$ cat src/rtl/memsum_pkg.sv
package memsum_pkg;

    localparam int SUM_W  = 16;
    localparam int BYTE_W = 8;

    typedef enum logic [1:0] {
        RG_PROG = 2'd0,
        RG_CFG  = 2'd1,
        RG_ID   = 2'd2,
        RG_EEP  = 2'd3
    } region_e;

    typedef logic [SUM_W-1:0] sum_t;

    typedef struct packed {
        sum_t    data;
        region_e region;
        logic    last;
    } word_t;

    function automatic sum_t add_wrap(input sum_t a, input sum_t b);
        return a + b;
    endfunction

endpackage

$ cat src/rtl/memsum_term.sv
module memsum_term
    import memsum_pkg::*;
#(
    parameter int NUM_BLOCKS = 8,
    parameter int CFG_BYTES  = 14,
    localparam int BLK_W     = (NUM_BLOCKS > 1) ? $clog2(NUM_BLOCKS) : 1,
    localparam int CIDX_W    = (CFG_BYTES > 1) ? $clog2(CFG_BYTES) : 1
) (
    input  word_t                     word,
    input  logic [BLK_W-1:0]          blk,
    input  logic [CIDX_W-1:0]         cfg_idx,
    input  logic [NUM_BLOCKS-1:0]     prot_q,
    input  logic                      prot_any_q,
    input  logic [BYTE_W*CFG_BYTES-1:0] cfg_mask,
    output sum_t                      term
);

    logic [BYTE_W-1:0] mask_bytes [CFG_BYTES];

    for (genvar g = 0; g < CFG_BYTES; g++) begin : g_mask
        assign mask_bytes[g] = cfg_mask[g*BYTE_W +: BYTE_W];
    end

    logic [BYTE_W-1:0] sel_mask;
    logic              blk_locked;

    always_comb begin
        sel_mask = '0;
        for (int k = 0; k < CFG_BYTES; k++) begin
            if (cfg_idx == CIDX_W'(k)) sel_mask = mask_bytes[k];
        end
    end

    always_comb begin
        blk_locked = 1'b0;
        for (int k = 0; k < NUM_BLOCKS; k++) begin
            if (blk == BLK_W'(k)) blk_locked = prot_q[k];
        end
    end

    always_comb begin
        unique case (word.region)
            RG_PROG: term = blk_locked ? '0 : word.data;
            RG_CFG:  term = sum_t'(word.data[BYTE_W-1:0] & sel_mask);
            RG_ID:   term = prot_any_q ? word.data : '0;
            default: term = '0;
        endcase
    end

endmodule

$ cat src/rtl/memsum_accum.sv
module memsum_accum
    import memsum_pkg::*;
#(
    parameter int NUM_BLOCKS = 8
) (
    input  logic                  clk,
    input  logic                  rst,
    input  logic                  start,
    input  logic [NUM_BLOCKS-1:0] protect,
    input  logic                  accept,
    input  logic                  last,
    input  sum_t                  term,
    output logic                  busy,
    output logic                  done,
    output sum_t                  acc,
    output logic [NUM_BLOCKS-1:0] prot_q,
    output logic                  prot_any_q
);

    always_ff @(posedge clk) begin
        if (rst) begin
            acc        <= '0;
            busy       <= 1'b0;
            done       <= 1'b0;
            prot_q     <= '0;
            prot_any_q <= 1'b0;
        end else if (start) begin
            acc        <= '0;
            busy       <= 1'b1;
            done       <= 1'b0;
            prot_q     <= protect;
            prot_any_q <= |protect;
        end else if (accept) begin
            acc <= add_wrap(acc, term);
            if (last) begin
                busy <= 1'b0;
                done <= 1'b1;
            end
        end
    end

    // start clears sum and done
    a_r1_start_clears: assert property (@(posedge clk) disable iff (rst)
        start |=> (acc == '0) && !done);

    // last handshake raises done
    a_r8_done_after_last: assert property (@(posedge clk) disable iff (rst)
        (accept && last && !start) |=> done);

    // result held while done
    a_r8_hold_result: assert property (@(posedge clk) disable iff (rst)
        (done && !start) |=> (done && $stable(acc)));

    // latched flags move only on start
    a_r7_flags_stable: assert property (@(posedge clk) disable iff (rst)
        !start |=> $stable(prot_q));

endmodule

$ cat src/rtl/memsum_engine.sv
module memsum_engine
    import memsum_pkg::*;
#(
    parameter int NUM_BLOCKS = 8,
    parameter int CFG_BYTES  = 14,
    localparam int BLK_W     = (NUM_BLOCKS > 1) ? $clog2(NUM_BLOCKS) : 1,
    localparam int CIDX_W    = (CFG_BYTES > 1) ? $clog2(CFG_BYTES) : 1
) (
    input  logic                      clk,
    input  logic                      rst,
    input  logic                      start,
    input  logic [NUM_BLOCKS-1:0]     protect,
    input  logic [8*CFG_BYTES-1:0]    cfg_mask,
    input  logic                      in_valid,
    output logic                      in_ready,
    input  logic [15:0]               in_data,
    input  logic [1:0]                in_region,
    input  logic [BLK_W-1:0]          in_blk,
    input  logic [CIDX_W-1:0]         in_cfg_idx,
    input  logic                      in_last,
    output logic [15:0]               result,
    output logic                      done
);

    word_t                 word;
    sum_t                  term;
    sum_t                  acc;
    logic                  busy;
    logic                  accept;
    logic [NUM_BLOCKS-1:0] prot_q;
    logic                  prot_any_q;

    assign word.data   = in_data;
    assign word.region = region_e'(in_region);
    assign word.last   = in_last;

    assign in_ready = busy && !done && !start;
    assign accept   = in_valid && in_ready;
    assign result   = acc;

    memsum_term #(
        .NUM_BLOCKS (NUM_BLOCKS),
        .CFG_BYTES  (CFG_BYTES)
    ) u_term (
        .word       (word),
        .blk        (in_blk),
        .cfg_idx    (in_cfg_idx),
        .prot_q     (prot_q),
        .prot_any_q (prot_any_q),
        .cfg_mask   (cfg_mask),
        .term       (term)
    );

    memsum_accum #(
        .NUM_BLOCKS (NUM_BLOCKS)
    ) u_accum (
        .clk        (clk),
        .rst        (rst),
        .start      (start),
        .protect    (protect),
        .accept     (accept),
        .last       (word.last),
        .term       (term),
        .busy       (busy),
        .done       (done),
        .acc        (acc),
        .prot_q     (prot_q),
        .prot_any_q (prot_any_q)
    );

    // no handshake while done or during start
    a_r9_ready_low: assert property (@(posedge clk) disable iff (rst)
        (done || start) |-> !in_ready);

    // EEPROM adds nothing
    a_r5_eep_zero: assert property (@(posedge clk) disable iff (rst)
        (accept && word.region == RG_EEP) |=> (acc == $past(acc)));

    // ID skipped when nothing protected
    a_r6_id_skip: assert property (@(posedge clk) disable iff (rst)
        (accept && word.region == RG_ID && !prot_any_q) |=> $stable(acc));

    // protected block adds nothing
    a_r4_locked_zero: assert property (@(posedge clk) disable iff (rst)
        (accept && word.region == RG_PROG && prot_q[in_blk]) |=> $stable(acc));

    // config contribution fits one byte
    a_r3_cfg_byte: assert property (@(posedge clk) disable iff (rst)
        (accept && word.region == RG_CFG) |-> (term[15:8] == 8'h00));

endmodule

$ cat config.mk
export PLATFORM = sky130hd
export DESIGN_NAME = memsum_engine
export DESIGN_NICKNAME = d
export VERILOG_FILES = /design/src/rtl/memsum_pkg.sv /design/src/rtl/memsum_term.sv /design/src/rtl/memsum_accum.sv /design/src/rtl/memsum_engine.sv
export SDC_FILE = /design/constraint.sdc
export NUM_CORES = 1
export LEC_CHECK = 0
export BUFFER_PORTS_ARGS = -buffer_cell sky130_fd_sc_hd__buf_2
export CAP_MARGIN = 20
export CELL_PAD_IN_SITES_DETAIL_PLACEMENT = 0
export CELL_PAD_IN_SITES_GLOBAL_PLACEMENT = 1
export CORE_ASPECT_RATIO = 1.1
export CORE_MARGIN = 4
export CORE_UTILIZATION = 31
export CTS_CLUSTER_SIZE = 30
export DETAILED_ROUTE_END_ITERATION = 10
export GPL_TIMING_DRIVEN = 1
export PLACE_DENSITY_LB_ADDON = 0.1
export SLEW_MARGIN = 20
export SYNTH_ARGS = -nofsm -noshare
export SYNTH_HDL_FRONTEND = slang
export SYNTH_SLANG_ARGS = --single-unit
$ cat constraint.sdc
create_clock -name clk -period 4 [get_ports clk]
set_input_delay 0.4 -clock clk [delete_from_list [all_inputs] [get_ports clk]]
set_output_delay 0.4 -clock clk [all_outputs]
set_load 0.01 [all_outputs]
==> impl_metrics.env <==
export IMPL_synthFlopType="dfxtp_1"
export IMPL_grt_pass1_vias=3746
export IMPL_crit_required_ps=4130
export IMPL_area_delta_synth_final_pct=32.3
export IMPL_hold_violations=0
export IMPL_drive_above_1_share_pct=36.2
export IMPL_grt_start_max_net_pins=34
export IMPL_period_minus_slack_ps=3630
export IMPL_fin_crit_sh_pct=90.9
export IMPL_insertion_delay_ps=280
export IMPL_ant_nets=0
export IMPL_drv_cap=0
export IMPL_vdd_drop_max_v=0.000182
export IMPL_gp_congestion=0.846
export IMPL_end_kind="flop"
export IMPL_crit_chain="buf_2 -> buf_4 -> nor2_1 -> a21oi_1 -> o311ai_1 -> and3_4 -> o311ai_4 -> fa_1 -> and2b_1 -> o2111ai_1 -> a21boi_2 -> a221oi_1 -> o31ai_1 -> xnor2_1 -> a21oi_1"
export IMPL_path_common_cell="a21oi_1"
export IMPL_finalSetupTns_ps=0
export IMPL_overflow=0
export IMPL_vias=3619
export IMPL_max_freq_mhz=275
export IMPL_h_tree_depth=1
export IMPL_drt_iter0_markers=160
export IMPL_cts_resized=0
export IMPL_post_cts_buffers=0
export IMPL_fin_area_um2=4100
export IMPL_synth_edff_count=0
export IMPL_cp_arrival_ps=3770
export IMPL_clock_sinks=27
export IMPL_avgSynthCellArea_um2=7.69
export IMPL_cp_slowest_cell="fa_1"
export IMPL_placed_area_um2=4060
export IMPL_synth_fp_nets=569
export IMPL_grt_pass1_wl_um=18200
export IMPL_worst_pin_slew_ps=662
export IMPL_clock_root_buffer="clkbuf_8"
export IMPL_netlist_instances=403
export IMPL_die_w_um=103
export IMPL_antenna_found_initial=1
export IMPL_hold_slack_ps=374
export IMPL_routedWlPerCell_um=17.0
export IMPL_clock_path_buffers=2
export IMPL_nets=730
export IMPL_hp_class="input port to flop"
export IMPL_portBuffers=167
export IMPL_synth_cell_types=68
export IMPL_cp_start_kind="input port"
export IMPL_fp_dieArea_um2=11700
export IMPL_finalMaxSlewViolations=0
export IMPL_fp_dieH_um=113
export IMPL_dp_hpwl_um=9610
export IMPL_cts_tree="done"
export IMPL_grt_usage_pct=19.6
export IMPL_initial_core_util_pct=31.7
export IMPL_crit_type="input port to flop"
export IMPL_synth_warnings=0
export IMPL_core_um2=9790
export IMPL_cts_buffers=3
export IMPL_ctsHoldBuffers=0
export IMPL_drc=0
export IMPL_ys_async_sr_fraction_pct=0
export IMPL_skew_ps=16.1
export IMPL_status="finished clean"
export IMPL_synth_seq_cells=27
export IMPL_slew_headroom_pct=55.9
export IMPL_powerDensity_nw_per_um2=180
export IMPL_rows=38
export IMPL_avgViaCountPerCell=5.29
export IMPL_cts_clk_slew_worst_paths_ps=90
export IMPL_slowest_delay_ps=420
export IMPL_crit_fanout=17
export IMPL_netlist_area_um2=3100
export IMPL_p_leak_nw=1.98
export IMPL_setup_violations=0
export IMPL_finalWirelength_um=11600
export IMPL_drtPass1Iterations=5
export IMPL_rsz0062_at_grt="false"
export IMPL_io_pin_count=168
export IMPL_ys_seq_area_share_pct=17.4
critical path, delay by kind of cell:
family	cells	cell delay, ps
compound gates	8	1550
xor+xnor	1	150
fa+ha+maj	1	420
buf+inv	2	430
simple gates	3	820
final cells by class:
type,count,area (µm²)
fillers,1056,5690
multi-input cells,339,2360
repair buffers,182,961
flip-flops and latches,27,541
well taps,120,150
clock buffers,4,45.0
inverters,11,41.3
diodes,1,2.50
cell usage in the layout, fill, tap and decap left out, drive strengths merged, types with 6 or more instances in the layout:
master	count
mux2i	19
buf	182
nor2b	8
and2	8
dfxtp	27
a21oi	43
o21ai	25
nand2	47
nor3	8
o211ai	6
o21a	7
a211oi	8
ha	15
inv	11
xnor2	8
mux4	8
a21o	7
nor2	48
synthesized netlist by cell type, drive strengths merged, types with 6 or more instances:
library cell,count,area [µm²]
a211oi,8,60.1
a21o,7,52.6
a21oi,43,215
and2,8,50.1
buf,18,126
clkbuf,8,30.0
dfxtp,27,541
ha,15,188
inv,11,41.3
mux2i,19,190
mux4,8,188
nand2,47,179
nor2,48,188
nor2b,8,52.6
nor3,8,40.0
o211ai,6,45.0
o21a,7,52.6
o21ai,25,125
xnor2,8,70.1
sequential cells by signal, summed over array words and instances (netlist names):
name	cells
u_accum.done	1
u_accum.prot_any_q	1
u_accum.prot_q	8
u_accum.busy	1
u_accum.acc	16
metal layers:
layer	up-vias	share of wire, %	track usage (%)
li1	1819	-	-
met1	1663	42	25.0
met2	127	48	33.4
met3	10	8.8	4.50
met4	0	1.1	4.23
met5	-	0	0
kinds of logic after synthesis:
kind of cell / after synthesis / share of synthesized area [%]
flops: 27 / 17.4
xor+xnor: 8 / 2.26
buf+inv: 37 / 6.38
compound gates: 145 / 32.6
simple gates: 141 / 21.7
mux: 29 / 12.9
fa+ha+maj: 16 / 6.70
power breakdown:
| part | leakage (nW) | switching, mW | total, mW | internal (mW) |
|---|---|---|---|---|
| Combinational | 1.73 | 0.150 | 0.297 | 0.146 |
| Clock | 0.0228 | 0.0913 | 0.163 | 0.0716 |
| Sequential | 0.220 | 0.00424 | 0.280 | 0.276 |
metrics by stage:
| step | cells | total power [mW] | worst slack [ps] | util (%) |
|---|---|---|---|---|
| finish | 684 | 0.740 | 365 | 41.9 |
| global route | 684 | 0.797 | 91.4 | 41.9 |
| CTS | 683 | 0.758 | 316 | 41.9 |
| detailed placement | 679 | 0.585 | 18.2 | 41.4 |
| global placement | 679 | 0.584 | 87.8 | 41.4 |
| floorplan | 403 | 0.459 | 612 | - |
path summary, 6_finish.rpt:
| check | start | slack [ps] | depth (start not counted) | end |
|---|---|---|---|---|
| max | in_cfg_idx[0] | 370 | 15 | u_accum.acc[14] |
| min reg2reg | u_accum.acc[15] | 480 | 2 | u_accum.acc[15] |
| max reg2reg | u_accum.prot_q[3] | 500 | 14 | u_accum.acc[14] |
| min | in_last | 370 | 3 | u_accum.done |
Note: power is estimated with default switching activity, not from simulation.
